File: src/rtl/spi_sel_framer.sv
module spi_sel_framer #(
  parameter int MAXLEN = 32,
  parameter int SYNC   = 2,
  localparam int LW    = $clog2(MAXLEN),
  localparam int TOT   = 2 * MAXLEN,
  localparam int CW    = $clog2(TOT + 1)
) (
  input  logic           clk,
  input  logic           rst_n,
  input  logic           sel_in,
  input  logic           sck_in,
  input  logic           mosi_in,
  input  logic           cfg_sel_hi,
  input  logic           cfg_level,
  input  logic [LW-1:0]  cfg_bitlen,
  input  logic           cfg_two_words,
  input  logic           irq_clr,
  output logic [TOT-1:0] rx_data,
  output logic           irq,
  output logic           done_full,
  output logic           busy
);

  logic [SYNC-1:0] sel_sh, sck_sh, dat_sh;
  logic            act_q, sck_q;
  logic [CW-1:0]   cnt;

  always_ff @(posedge clk or negedge rst_n) begin
    if (!rst_n) begin
      sel_sh <= '0;
      sck_sh <= '0;
      dat_sh <= '0;
      act_q  <= 1'b1;
      sck_q  <= 1'b0;
    end else begin
      sel_sh <= {sel_sh[SYNC-2:0], sel_in};
      sck_sh <= {sck_sh[SYNC-2:0], sck_in};
      dat_sh <= {dat_sh[SYNC-2:0], mosi_in};
      act_q  <= cfg_sel_hi ? sel_sh[SYNC-1] : ~sel_sh[SYNC-1];
      sck_q  <= sck_sh[SYNC-1];
    end
  end

  wire act      = cfg_sel_hi ? sel_sh[SYNC-1] : ~sel_sh[SYNC-1];
  wire start    = act & ~act_q;
  wire stop     = ~act & act_q;
  wire sck_rise = sck_sh[SYNC-1] & ~sck_q;
  wire mosi_s   = dat_sh[SYNC-1];

  wire [CW-1:0] blen   = (cfg_bitlen == '0) ? CW'(MAXLEN) : CW'(cfg_bitlen);
  wire [CW-1:0] target = cfg_two_words ? (blen << 1) : blen;
  wire          full   = (cnt == target);
  wire          take   = busy & sck_rise & ~full & ~stop;
  wire          last   = take & ((cnt + CW'(1)) == target);
  wire          auto_end = cfg_level & last;
  wire          irq_set  = busy & (stop | auto_end);

  always_ff @(posedge clk or negedge rst_n) begin
    if (!rst_n) begin
      busy      <= 1'b0;
      cnt       <= '0;
      rx_data   <= '0;
      done_full <= 1'b0;
    end else if (start) begin
      busy      <= 1'b1;
      cnt       <= '0;
      rx_data   <= '0;
      done_full <= 1'b0;
    end else if (busy) begin
      if (take) begin
        rx_data <= {rx_data[TOT-2:0], mosi_s};
        cnt     <= cnt + CW'(1);
      end
      if (stop) begin
        busy      <= 1'b0;
        done_full <= full;
      end else if (auto_end) begin
        busy      <= 1'b0;
        done_full <= 1'b1;
      end
    end
  end

  always_ff @(posedge clk or negedge rst_n) begin
    if (!rst_n)        irq <= 1'b0;
    else if (irq_set)  irq <= 1'b1;
    else if (irq_clr)  irq <= 1'b0;
  end

endmodule


File: config.mk
export PLATFORM = sky130hd
export DESIGN_NAME = spi_sel_framer
export DESIGN_NICKNAME = d
export VERILOG_FILES = /design/src/rtl/spi_sel_framer.sv
export SDC_FILE = /design/constraint.sdc
export NUM_CORES = 1
export LEC_CHECK = 0
export BUFFER_PORTS_ARGS = -buffer_cell sky130_fd_sc_hd__buf_2
export CELL_PAD_IN_SITES_DETAIL_PLACEMENT = 1
export CELL_PAD_IN_SITES_GLOBAL_PLACEMENT = 1
export CORE_MARGIN = 2
export CORE_UTILIZATION = 48
export CTS_BUF_LIST = sky130_fd_sc_hd__clkbuf_4
export CTS_CLUSTER_DIAMETER = 200
export DETAILED_ROUTE_END_ITERATION = 6
export PLACE_DENSITY = 0.92
export SYNTH_ARGS = -nofsm -noshare
export SYNTH_HDL_FRONTEND = slang
export SYNTH_SLANG_ARGS = --single-unit
File: constraint.sdc
create_clock -name clk -period 4.8 [get_ports clk]
set_input_delay 0.96 -clock clk [delete_from_list [all_inputs] [get_ports clk]]
set_output_delay 0.96 -clock clk [all_outputs]
set_load 0.01 [all_outputs]
==> impl_metrics.yaml, run 1 <==
die:
  die_w_um: 93.3
  dieArea_mm2: 0.00870
  start_util: 0.495
  core_area_mm2: 0.00773
  core.rowCount: 32
  die_h_um: 93.3
  pin_count: 81
synth:
  synth_top_area_cell: "dfrtp_1"
  ys_seq_area_frac: 0.537
  netlist.area_leader.share: 0.530
  syn_nets: 344
  yosys_warnings: 0
  synth_top_family_by_area: "multiplexers"
  synth_ff_type: "dfrtp_1"
  synthesis.area_mm2: 0.00383
  synth_cell_types: 60
  synth.area.mux_share: 0.185
  synth_compound_area_frac: 0.0657
  synthTopCellsByCount: "dfrtp_1 (81), nor2_1 (73), mux2i_1 (67), clkbuf_1 (8), xnor2_1 (8)"
  synth-async-reset-ratio: 1.00
  synth_cells: 327
  synth_edf_count: 0
  syn_area_per_cell_um2: 11.7
  yosysMostFrequentCell: "dfrtp_1"
  synth_xor_area_frac: 0.0265
  synth_seq_cells: 82
  synth-adder-area-share: 0.00981
  synthTopCellsByArea: "dfrtp_1 (53%), mux2i_1 (18%), nor2_1 (7.2%)"
  synth-simple-area-share: 0.135
power:
  combPwrFrac: 0.143
  p_clk_frac: 0.334
  power_switching_uw: 396
  vdd_drop_max_uv: 189
  p_sw_frac: 0.283
  leakage_uw: 0.00220
  p_per_area_mw_per_mm2: 315
  p_int_uw: 1000
  power.share.sequential: 0.523
setup_path:
  cp_slowest_cell: "a31oi_4"
  arrival_ps: 3630
  crit_path_max_incr_delay_ps: 620
  r2r_setup_slack_ps: 1690
  crit_path_end_kind: "flip-flop"
  start_kind: "primary input"
  crit_path_max_fanout: 16
  worst-endpoint-required_ps: 5070
  path_buf_inv: 4
  cp_cell_sequence: "buf_2, xnor2_1, inv_1, ha_1, nor4b_1, inv_2, a31oi_4, buf_4, mux2i_1, nor2_1"
  crit_type: "in -> reg"
  crit_family: "buffers and inverters"
timing:
  slew_headroom: 0.305
  hold_viol: 0
  final.min_clock_period_ps: 3360
  skew_ps: 16.8
  rsz0062_at_grt: "no"
  tns_ps: 0
  fmax_mhz: 298
  slew_viol_final: 0
  worstMarginPinSlew_ps: 1040
  finalCritPeriodShare: 0.700
  setup-violations-final: 0
clock_tree:
  cts_hold_buf: 0
  clockRootBuffer: "clkbuf_4"
  cts_buffer_depth: 2
  h-tree-depth: 3
  cts_buffers: 9
  postCtsResizedCells: 0
  cts_tree: "yes"
  insertion_delay_ps: 430
  clk_pin_slew_worst_paths_ps: 140
  cts.sinks: 82
  postCtsSetupBuffers: 0
grt:
  globalRouteOverflowTotal: 0
  antenna_found_initial: 0
  grt_util_all_layers: 0.219
  grt_pass1_vias: 2948
  grt_max_degree: 83
  grt_pass1_wl_um: 14800
routing:
  drc: 0
  vias_per_cell: 5.42
  drt-total-wl_um: 8830
  vias: 2754
  wl_per_cell_um: 17.4
  dr.pass1.iters: 4
  final_antenna_net_count: 0
  drt_iter0_markers: 131
layout:
  fin_util: 0.574
  diodes: 0
  fillers: 843
  fin_nets: 418
  drive_gt1_frac: 0.283
  area_delta_synth_final_pct: 16.0
min_path:
  hp-class: "reg -> reg"
placement:
  portBuffers: 80
  gp_congestion: 0.795
  dp_hpwl_um: 6100
run_status:
  outcome: "complete, no violations"
flow_run:
  drv_cap: 0
## per-layer routing
layer,global-route usage,share of wire,up-vias
met5,0,0,-
met4,0.0821,0.019,0
met3,0.0419,0.040,15
met2,0.371,0.52,53
met1,0.279,0.42,1407
li1,-,-,1279
## cell type report
| class | instances | area, um^2 | share of cell area |
|---|---|---|---|
| Multi-Input combinational cell | 218 | 1630 | 0.366 |
| Timing Repair Buffer | 83 | 438 | 0.0986 |
| Tap cell | 102 | 128 | 0.0287 |
| Clock inverter | 7 | 101 | 0.0228 |
| Inverter | 7 | 26.3 | 0.00592 |
| Clock buffer | 9 | 67.6 | 0.0152 |
| Sequential cell | 82 | 2050 | 0.463 |
## cells by family after synthesis
kind of cell | Yosys count
mux | 70
fa+ha+maj | 3
compound gates | 28
flops | 82
xor+xnor | 10
buf+inv | 27
simple gates | 107
## placed cells by master, fill, tap and decap left out, types with 3 or more instances in the layout
cell / n
buf_2: 79
buf_4: 3
clkbuf_4: 9
dfrtp_1: 81
inv_1: 6
mux2i_1: 67
nand2_1: 4
nand3_1: 4
nand3b_1: 3
nor2_1: 73
nor2b_1: 3
nor4b_1: 3
xnor2_1: 8
## state kept, by name, indices dropped and copies added, names as in the netlist
name	cells
act_q	1
busy	1
cnt	7
dat_sh	2
done_full	1
irq	1
rx_data	64
sck_q	1
sck_sh	2
sel_sh	2
## worst paths after layout
kind / start / endpoint / depth (start not counted)
max: cfg_sel_hi / rx_data[44]$_DFFE_PN0P_ / 10
min: sel_sh[0]$_DFF_PN0_ / sel_sh[1]$_DFF_PN0_ / 0
max in group asynchronous: rst_n / rx_data[2]$_DFFE_PN0P_ / 1
min in group asynchronous: rst_n / rx_data[39]$_DFFE_PN0P_ / 1
min reg2reg: sel_sh[0]$_DFF_PN0_ / sel_sh[1]$_DFF_PN0_ / 0
max reg2reg: sel_sh[1]$_DFF_PN0_ / rx_data[44]$_DFFE_PN0P_ / 9
## through the flow
stage	cell area (um^2)	std cells	power, uW	hold slack [ps]	worst slack (ps)
2_1_floorplan	3830	327	886	331	1950
3_3_place_gp	4270	492	932	331	1270
3_5_place_dp	4270	492	944	339	969
4_1_cts	4440	508	1410	379	1470
5_1_grt	4440	508	1460	385	1250
6_report	4440	508	1400	377	1440
## power by group through the flow
stage,Combinational (uW),Sequential [uW],Clock [uW]
6_report,200,730,467
5_1_grt,218,735,503
4_1_cts,202,731,482
2_1_floorplan,147,739,0
3_3_place_gp,190,741,0
3_5_place_dp,200,744,0
## worst reg2reg max path, cell delays in order, from the launching register on
cell	delay (ps)
dfrtp_1	400
xnor2_1	290
inv_1	90
ha_1	230
nor4b_1	460
inv_2	140
a31oi_4	620
buf_4	420
mux2i_1	260
nor2_1	60
Power figures use the tool's default switching activity.
==> inputs of run 2 (changes only) <==
--- a/config.mk
+++ b/config.mk
@@ -5,15 +5,16 @@
 export SDC_FILE = /design/constraint.sdc
 export NUM_CORES = 1
 export LEC_CHECK = 0
+export ABC_AREA = 1
 export BUFFER_PORTS_ARGS = -buffer_cell sky130_fd_sc_hd__buf_2
 export CELL_PAD_IN_SITES_DETAIL_PLACEMENT = 1
 export CELL_PAD_IN_SITES_GLOBAL_PLACEMENT = 1
 export CORE_MARGIN = 2
-export CORE_UTILIZATION = 48
+export CORE_UTILIZATION = 41
 export CTS_BUF_LIST = sky130_fd_sc_hd__clkbuf_4
 export CTS_CLUSTER_DIAMETER = 200
 export DETAILED_ROUTE_END_ITERATION = 6
-export PLACE_DENSITY = 0.92
+export PLACE_DENSITY = 0.85
 export SYNTH_ARGS = -nofsm -noshare
 export SYNTH_HDL_FRONTEND = slang
 export SYNTH_SLANG_ARGS = --single-unit
==> constraint.sdc (replaced) <==
create_clock -name clk -period 3.1 [get_ports clk]
set_input_delay 0.62 -clock clk [delete_from_list [all_inputs] [get_ports clk]]
set_output_delay 0.62 -clock clk [all_outputs]
set_load 0.01 [all_outputs]
==> impl_metrics.yaml, run 2 <==
die:
  dieArea_mm2: 0.00993
  start_util: 0.426
  core.rowCount: 34
  pin_count: 81
  die_w_um: 99.6
  die_h_um: 99.6
  core_area_mm2: 0.00881
synth:
  yosys_warnings: 0
  synthesis.area_mm2: 0.00375
  yosysMostFrequentCell: "nand2_1"
  syn_nets: 470
  synth_ff_type: "dfrtp_1"
  synth_cells: 453
  synth_top_area_cell: "dfrtp_1"
  synth_seq_cells: 82
  netlist.area_leader.share: 0.541
  syn_area_per_cell_um2: 8.28
  synth-async-reset-ratio: 1.00
  synthTopCellsByArea: "dfrtp_1 (54%), nand2_1 (19%), nand3_1 (12%)"
  synthTopCellsByCount: "nand2_1 (190), nand3_1 (89), dfrtp_1 (81), inv_1 (26)"
  ys_seq_area_frac: 0.548
  synth_edf_count: 0
  synth_cell_types: 25
timing:
  setup-violations-final: 0
  finalCritPeriodShare: 0.676
  final.min_clock_period_ps: 2090
  hold_viol: 0
  slew_headroom: 0.301
  whs_ps: 297
  fmax_mhz: 477
  rsz0062_at_grt: "no"
  skew_ps: 24.6
  slew_viol_final: 0
  worstMarginPinSlew_ps: 1050
  tns_ps: 0
placement:
  portBuffers: 80
  place_area_mm2: 0.00418
  dp_hpwl_um: 6260
  gp_congestion: 0.856
routing:
  drt-total-wl_um: 9380
  vias: 3240
  wl_per_cell_um: 14.7
  vias_per_cell: 5.08
  drt_iter0_markers: 113
  final_antenna_net_count: 0
  drc: 0
  dr.pass1.iters: 4
min_path:
  hold_end: "sel_sh[0]$_DFF_PN0_"
  min_path_cells: 1
  hp-class: "in -> reg"
  hold_start: "sel_in"
run_status:
  outcome: "complete, no violations"
layout:
  largest_register_ffs: 64
  regMostFlops: "rx_data"
  fin_util: 0.489
  fin_nets: 542
  drive_gt1_frac: 0.209
  fillers: 1113
  design_area_mm2: 0.00430
  layout_commonest_cell: "nand2_1"
  diodes: 0
  area_delta_synth_final_pct: 14.7
  top_regs: "rx_data (64), cnt (7)"
  final_cell_mix: "nand2_1 (190), nand3_1 (89), dfrtp_1 (81)"
setup_path:
  r2r_cells: 13
  worst-endpoint-required_ps: 3430
  arrival_ps: 2430
  crit_path_max_fanout: 33
  r2r-start: "sel_sh[1]$_DFF_PN0_"
  crit_type: "reg -> reg"
  reg2reg_to: "done_full$_DFFE_PN0P_"
  r2r_setup_slack_ps: 1010
  start_kind: "flip-flop"
  crit_path_end_kind: "flip-flop"
clock_tree:
  cts_buffers: 9
  insertion_delay_ps: 440
  cts.sinks: 82
  clk_pin_slew_worst_paths_ps: 140
  cts_hold_buf: 0
  postCtsResizedCells: 0
  postCtsSetupBuffers: 0
  cts_tree: "yes"
  clockRootBuffer: "clkbuf_4"
  cts_buffer_depth: 2
  h-tree-depth: 3
grt:
  grt_util_all_layers: 0.201
  grt_max_degree: 83
  globalRouteOverflowTotal: 0
  grt_pass1_wl_um: 16100
  grt_pass1_vias: 3386
  antenna_found_initial: 0
power:
  combPwrFrac: 0.149
  leakage_uw: 0.00258
  power.share.sequential: 0.557
  finalPower_uw: 2010
  p_per_area_mw_per_mm2: 468
  p_int_uw: 1370
  power_switching_uw: 646
  vdd_drop_max_uv: 222
  p_clk_frac: 0.294
  p_sw_frac: 0.321
flow_run:
  drv_cap: 0
[run 2: cell type report]
class | instances | area, um^2 | share of cell area
repair buffers | 85 | 465 | 0.108
flip-flops and latches | 82 | 2050 | 0.477
clock inverters | 6 | 48.8 | 0.0113
inverters | 28 | 108 | 0.0250
clock buffers | 10 | 75.1 | 0.0174
multi-input cells | 319 | 1420 | 0.329
well taps | 108 | 135 | 0.0314
[run 2: power groups by stage]
| stage | Clock [uW] | Combinational (uW) | Sequential [uW] |
|---|---|---|---|
| after floorplan | 0 | 211 | 1140 |
| after global placement | 0 | 299 | 1140 |
| after detailed placement | 0 | 304 | 1140 |
| after CTS | 611 | 305 | 1120 |
| after global routing | 645 | 344 | 1130 |
| final | 593 | 299 | 1120 |
[run 2: worst max-delay path, stage by stage (launching register included)]
cell	delay, ps
dfrtp_1	390
xor2_1	150
ha_1	180
inv_1	90
nand2_1	60
nor3_1	120
inv_1	100
nor2_4	190
buf_4	350
nand2_1	120
nand2_1	100
nand2_1	50
nand2_1	50
nand2_1	40
[run 2: cells by family (layout without fill, tap and decap cells)]
group,count (synthesis),in the layout,share of synthesized area
AO/OA/AOI/OAI,14,14,0.0187
flip-flops,82,82,0.548
buffers and inverters,52,129,0.0744
XOR/XNOR,1,1,0.00234
adder cells (fa/ha/maj),3,3,0.0100
AND/OR/NAND/NOR,301,301,0.347
[run 2: layer usage]
metal | track usage | share of wire | vias up | routed length, um
met5 | 0 | 0 | - | 0
met3 | 0.0471 | 0.049 | 13 | 460
met2 | 0.318 | 0.46 | 60 | 4330
li1 | - | - | 1582 | -
met4 | 0.0759 | 0.016 | 0 | 151
met1 | 0.271 | 0.47 | 1585 | 4430
[run 2: how the worst max path moves through the flow]
stage          cells after the start                 from                      end  slack, ps
3_5_place_dp                      14        cfg_two_words  rx_data[22]$_DFFE_PN0P_        610
2_1_floorplan                     13           cfg_sel_hi    done_full$_DFFE_PN0P_       1120
5_1_grt                           13  sel_sh[1]$_DFF_PN0_    done_full$_DFFE_PN0P_        710
6_report                          13  sel_sh[1]$_DFF_PN0_    done_full$_DFFE_PN0P_       1010
4_1_cts                           13  sel_sh[1]$_DFF_PN0_    done_full$_DFFE_PN0P_        980
3_3_place_gp                      14           cfg_sel_hi    done_full$_DFFE_PN0P_        670
[run 2: stage by stage]
| step | std cells | setup WS [ps] |
|---|---|---|
| 6_report | 638 | 1010 |
| 3_5_place_dp | 622 | 608 |
| 2_1_floorplan | 453 | 1120 |
| 4_1_cts | 638 | 977 |
| 3_3_place_gp | 622 | 670 |
| 5_1_grt | 638 | 706 |
